<file path="src/rtl/serial_tx_dbuf.sv">
module serial_tx_dbuf #(
  parameter int DIV_MID  = 16,
  parameter int DIV_SLOW = 64
) (
  input  logic       clk,
  input  logic       rst_n,
  input  logic       txclk,
  input  logic       wr_en,
  input  logic [7:0] wr_data,
  input  logic [1:0] div_sel,
  input  logic [2:0] word_sel,
  input  logic [1:0] tx_ctl,
  output logic       txd,
  output logic       tx_empty
);
  localparam int PW = $clog2(DIV_SLOW);

  logic          txclk_q, busy, hold_full, txd_q;
  logic [7:0]    hold_q, sh_q;
  logic [3:0]    idx;
  logic [PW-1:0] pcnt;

  wire mrst = (div_sel == 2'b11);
  wire tick = txclk_q & ~txclk;

  wire [PW-1:0] per_m1 = (div_sel == 2'b00) ? '0 :
                         (div_sel == 2'b01) ? PW'(DIV_MID - 1) : PW'(DIV_SLOW - 1);
  wire bit_end = tick & (pcnt == per_m1);

  wire       nd8      = word_sel[2];
  wire       par_en   = ~(word_sel[2] & ~word_sel[1]);
  wire       two_stop = (word_sel[2:1] == 2'b00) | (word_sel == 3'b100);
  wire [3:0] ndw      = nd8 ? 4'd8 : 4'd7;
  wire [3:0] last_idx = ndw + {3'b000, par_en} + (two_stop ? 4'd2 : 4'd1);

  logic          load, busy_n, hold_full_n, line_bit, par_bit;
  logic [3:0]    idx_n;
  logic [PW-1:0] pcnt_n;
  logic [7:0]    sh_n;

  always_comb begin
    load   = busy ? (bit_end & (idx >= last_idx) & hold_full) : (tick & hold_full);
    busy_n = busy;
    idx_n  = idx;
    pcnt_n = pcnt;
    sh_n   = sh_q;
    if (load) begin
      busy_n = 1'b1;
      idx_n  = '0;
      pcnt_n = '0;
      sh_n   = hold_q;
    end else if (busy && bit_end) begin
      pcnt_n = '0;
      if (idx >= last_idx) busy_n = 1'b0;
      else                 idx_n  = idx + 4'd1;
    end else if (busy && tick) begin
      pcnt_n = pcnt + 1'b1;
    end
    hold_full_n = wr_en | (hold_full & ~load);
  end

  always_comb begin
    par_bit = (nd8 ? ^sh_n : ^sh_n[6:0]) ^ word_sel[0];
    if (idx_n == 4'd0)                        line_bit = 1'b0;
    else if (idx_n <= ndw)                    line_bit = sh_n[3'(idx_n - 4'd1)];
    else if (par_en && idx_n == ndw + 4'd1)   line_bit = par_bit;
    else                                      line_bit = 1'b1;
  end

  always_ff @(posedge clk or negedge rst_n)
    if (!rst_n) txclk_q <= 1'b0;
    else        txclk_q <= txclk;

  always_ff @(posedge clk or negedge rst_n) begin
    if (!rst_n) begin
      busy <= 1'b0; hold_full <= 1'b0; txd_q <= 1'b1;
      hold_q <= '0; sh_q <= '0; idx <= '0; pcnt <= '0;
    end else if (mrst) begin
      busy <= 1'b0; hold_full <= 1'b0; txd_q <= 1'b1;
      idx <= '0; pcnt <= '0;
    end else begin
      busy      <= busy_n;
      hold_full <= hold_full_n;
      idx       <= idx_n;
      pcnt      <= pcnt_n;
      sh_q      <= sh_n;
      if (wr_en) hold_q <= wr_data;
      if (tick)  txd_q  <= (tx_ctl == 2'b11) ? 1'b0 : (busy_n ? line_bit : 1'b1);
    end
  end

  assign txd      = txd_q;
  assign tx_empty = ~hold_full;
endmodule

</file>
<file path="config.mk">
export PLATFORM = sky130hd
export DESIGN_NAME = serial_tx_dbuf
export DESIGN_NICKNAME = d
export VERILOG_FILES = /design/src/rtl/serial_tx_dbuf.sv
export SDC_FILE = /design/constraint.sdc
export NUM_CORES = 1
export LEC_CHECK = 0
export BUFFER_PORTS_ARGS = -buffer_cell sky130_fd_sc_hd__buf_2
export CAP_MARGIN = 30
export CORE_ASPECT_RATIO = 0.5
export CORE_MARGIN = 2
export CORE_UTILIZATION = 43
export DETAILED_ROUTE_END_ITERATION = 8
export PLACE_DENSITY = 0.63
export SYNTH_ARGS = -nofsm -noshare
export SYNTH_HDL_FRONTEND = slang
export SYNTH_SLANG_ARGS = --single-unit
</file>
<file path="constraint.sdc">
create_clock -name clk -period 3.1 [get_ports clk]
set_clock_uncertainty 0.15 [all_clocks]
set_input_delay 0 -clock clk [delete_from_list [all_inputs] [get_ports clk]]
set_output_delay 0 -clock clk [all_outputs]
set_load 0.05 [all_outputs]
</file>
# Word level (Yosys, flattened, before mapping)
# Cells that the tools add are included.
# op_classes
add_sub_neg	6
order_cmp	3
eq_ne	6
mux	29
bitwise_logic	16
n_reduce_logical	11
# op_table
op	count
$mux 6	6
$mux 4	5
$mux 1	15
$add 4x1->4 const B	2
$mux 8	1
$reduce_xor 8->1	1
$and 1x1->1	7
$reduce_xor 7->1	1
$add 6x1->6 const B	1
$eq 6x6->1	1
$not 1->1	6
$add 4x1->4	1
$add 4x2->4	1
$eq 2x2->1 const B	2
$eq 4x4->1	1
$ge 4x4->1	1
$le 4x4->1	1
$logic_not 2->1	2
$logic_not 4->1	1
$lt 3x4->1 const B	1
$reduce_bool 4->1	1
$bmux 1 s3	1
$eq 3x3->1 const B	1
$logic_and 1x1->1	3
other kinds (7)	8
# totals
register_bits	30
out_inout_bits	2
wordCells	79

# Longest topological paths before layout
# logic_depth
word_depth	20
mapped_depth	20

# Worst setup path after synthesis
# No wires, ideal clock.
# synth_timing
path_kind	input port to flip-flop
start	input port word_sel[0]
end	register txd_q, in the netlist txd
t_arrival_ps	3068
slack_ps	-190
path_stages	20
cell_sequence	nand2b_1 > nor2_1 > a21oi_1 > ha_1 > nor3_1 > a21oi_1 > nor2_1 > a31oi_1 > ha_1 > a21o_1 > a21oi_1 > nand3_1 > or4_4 > a21oi_4 > ha_1 > o21ai_0 > o31ai_1 > a21boi_0 > nor4_1 > o21ai_1
# synth_via
elab_chain_len	19
word_cells_on_any_way	33
# synth_lines
element	line	source
start, declared	11	input logic [2:0] word_sel,
branches (longest 15 deep; another with $add 4x2->4)	--	
$mux 1 (*) (3 in series)	88	if (tick) txd_q <= (tx_ctl == 2'b11) ? 1'b0 : (busy_n ? line_bit : 1'b1);
$mux 1 (*)	78	end else if (mrst) begin
end signal, assigned	88	
end, declared	18	logic txclk_q, busy, hold_full, txd_q;
# Mark *: on every way between the ends. The select of a mux whose other input is x is not followed.
# A chain may end at the register's enable or synchronous reset.

# Worst setup path after layout
# Ends and elaborated chain as after synthesis.

==> results_dict.tcl <==
set metrics [dict create \
    status "finished, final reports clean" \
    final_cell_mix "29 x dfrtp_1, 20 x buf_2, 19 x nand2_1, 19 x buf_4, 18 x a21oi_1" \
    die_area_um2 5280 \
    cts.sinks 30 \
    cp.arrival_ps 2940 \
    clk_root_buffer_cell "clkbuf_8" \
    synth_area_per_cell_um2 9.54 \
    first_iter_violations 156 \
    hold_viol 0 \
    drc_errors 0 \
    h-tree-depth 2 \
    synth-main-ff-cell "dfrtp_1" \
    worst-path-max-fanout 3 \
    cts_tree "built" \
    irDropWorstVdd_mv 0.348 \
    worstMarginPinSlew_ps 748 \
    dpl.hpwl_um 3670 \
    instances_no_fill 322 \
    timing.final.crit_share_pct 92.8 \
    holdPathEnd "txd$_DFFE_PN1P_" \
    reg2reg_from "idx[0]$_DFF_PN0_" \
    synthCells 211 \
    die_x_um 101 \
    p_per_area_nw_per_um2 531 \
    layout_commonest_cell "dfrtp_1" \
    fin_crit_ps 2880 \
    placed_cells 303 \
    cts_buffers 5 \
    worstReg2RegEnd "txd$_DFFE_PN1P_" \
    grt_max_degree 31 \
    crit_type "primary input to flip-flop" \
    start_util_pct 45.3 \
    maxSlewHeadroom_pct 50.1 \
    die_h_um 52.4 \
    finalSetupViolations 0 \
    reg2reg_depth 12 \
    crit_path_frequent_cell "a21oi_1" \
    grt_pass1_vias 1781 \
    critPathMaxStageDelay_ps 450 \
    crit_required_ps 3160 \
    finalWeightedCongestion 0.872 \
    fmax_mhz 347 \
    startpoint_type "primary input" \
    clkTransAtPathRegs_ps 60 \
    vias_per_cell 5.61 \
    hp-class "primary input to flip-flop" \
    grt_pass1_wl_um 8540 \
    drt_wl_total_um 4860 \
    io_buffers 20 \
    synth-async-reset-ratio_pct 100 \
    synthToLayoutAreaGrowth_pct 29.1 \
    p_leak_nw 1.12 \
    r2r_slack_ps 220 \
    path_delay_family "simple AND/OR/NAND/NOR gates" \
    cts_setup_buffers 0 \
    rsz0062_at_grt "true" \
    ys_ff_latch 30 \
    synthesis.area_um2 2010 \
    coreArea_um2 4450 \
    yosysUniqueCellTypes 51 \
    row_count 17 \
    pin_count 21 \
    crit_chain "buf_2 > nand2b_4 > nor2_2 > a21oi_1 > ha_2 > nor3_2 > a21oi_1 > nor2_1 > a31oi_1 > ha_1 > a21o_1 > a21oi_2 > nand3_2 > or4_4 > a21oi_4 > ha_4 > o21ai_2 > o31ai_2 > a21boi_2 > nor4_1 > o21ai_1" \
    fin_ws_ps 222 \
    antenna_left 0 \
    synth_fp_nets 239 \
    dp_slack_ps -223 \
    synth_edf_count 0 \
    wl_per_cell_um 15.1 \
    antenna_found_initial 0 \
    drive_gt1_share_pct 34.0 \
    cp-end-kind "flip-flop" \
    drv_cap 0 \
    grt_use_total_pct 21.7 \
    gr-total-overflow 0 \
    whs_path_depth 6 \
    nets 292 \
    synth_warnings 0 \
    synth.yosys.seq_area_share_pct 37.4 \
    drv_slew 0 \
    cp_num_buf_inv 1 \
    clockBufferDepth 2 \
    slowest_stage "or4_4" \
    diodes 0 \
    hp-start "tx_ctl[1]" \
    vias 1805 \
    worstSkewPairLatency_ps 280 \
    drtPass1Iterations 4 \
]
worst register-to-register path, delay by kind of cell (launching register included):
family / cells / cell delay (ps)
AOI/OAI and AO/OA: 6 / 850
and+or+nand+nor: 3 / 760
adders and majority gates: 2 / 490
DFF: 1 / 390
buffers and inverters: 1 / 170
layout make-up:
cell class / count / area (um^2)
fillers: 403 / 1850
multi-input cells: 170 / 1290
flip-flops and latches: 30 / 752
repair buffers: 50 / 353
clock buffers: 7 / 76.3
well taps: 57 / 71.3
clock inverters: 1 / 30.0
inverters: 7 / 26.3
metrics by stage:
step                      hold slack (ps)  TNS, ps  util, %  total power (W)  instance area (um^2)
after CTS                            48.9        0     57.6          0.00139                  2560
after global routing                 88.2  -0.0582     58.4          0.00147                  2600
after floorplan                      -446        0        -         0.000870                  2050
after detailed placement            -72.4     -223     52.7         0.000981                  2340
after global placement              -80.9     -104     52.7         0.000967                  2340
final                                44.3        0     58.4          0.00138                  2600
layer usage:
layer	GRT usage, %	wire length, um	share of wire, %
met5	0	0	0
met4	9.13	99	2.0
met3	5.87	282	5.8
met2	34.4	2250	46
met1	28.3	2240	46
what timing repair did:
action                                 CTS  global route
hold buffers                            11             0
setup endpoints to repair                0             1
gates resized for setup                  0             9
endpoints found under the hold margin   40             0
cells in the mapped netlist, types with 2 or more instances:
| cell type | n | share of area (%) |
|---|---|---|
| and2_1 | 2 | 0.62 |
| or3_1 | 2 | 0.62 |
| and3_1 | 2 | 0.62 |
| nor4_1 | 3 | 0.93 |
| a221oi_1 | 2 | 0.87 |
| inv_1 | 7 | 1.3 |
| or2_2 | 2 | 0.62 |
| o21ai_1 | 2 | 0.50 |
| nor2b_1 | 3 | 0.93 |
| xor2_1 | 4 | 1.7 |
| conb_1 | 2 | 0.37 |
| o21ai_0 | 5 | 1.2 |
| nor2_1 | 19 | 3.5 |
| a211oi_1 | 3 | 1.1 |
| a221o_1 | 2 | 1.0 |
| mux2_2 | 16 | 9.0 |
| xnor2_1 | 12 | 5.2 |
| dfrtp_1 | 29 | 36 |
| clkbuf_1 | 3 | 0.56 |
| nor3_1 | 4 | 1.0 |
| nand2_1 | 20 | 3.7 |
| mux2i_1 | 2 | 1.0 |
| nand3_1 | 6 | 1.5 |
| a21oi_4 | 2 | 1.6 |
| a31oi_1 | 3 | 0.93 |
| nand2b_1 | 2 | 0.62 |
| a21oi_1 | 19 | 4.7 |
| ha_1 | 9 | 5.6 |
| o31ai_1 | 2 | 0.75 |
flip-flops by register name, summed over array words and instances (netlist names):
signal,cells
hold_q,8
sh_q,8
pcnt,6
idx,4
busy,1
hold_full,1
txclk_q,1
txd,1
worst max path at each step:
stage / from / end / cells past startpoint
2_1_floorplan: word_sel[0] / txd$_DFFE_PN1P_ / 20
3_3_place_gp: word_sel[0] / txd$_DFFE_PN1P_ / 21
3_5_place_dp: word_sel[0] / txd$_DFFE_PN1P_ / 21
4_1_cts: idx[0]$_DFF_PN0_ / txd$_DFFE_PN1P_ / 12
5_1_grt: word_sel[0] / txd$_DFFE_PN1P_ / 21
6_report: word_sel[0] / txd$_DFFE_PN1P_ / 21
logic make-up after synthesis:
kind of cell | after synthesis | synth area share [%]
other | 2 | 0.373
AO/OA/AOI/OAI | 53 | 18.6
XOR/XNOR | 16 | 6.96
AND/OR/NAND/NOR | 70 | 16.9
adder cells (fa/ha/maj) | 9 | 5.60
flip-flops | 30 | 37.4
multiplexers | 20 | 11.8
buffers and inverters | 11 | 2.43
power breakdown:
group / internal (W) / total, W / switching [W]
registers: 0.000457 / 0.000530 / 0.0000737
logic: 0.000251 / 0.000456 / 0.000205
clock network: 0.000240 / 0.000393 / 0.000153
total: 0.000948 / 0.00138 / 0.000432
Note: power is estimated with default switching activity, not from simulation.
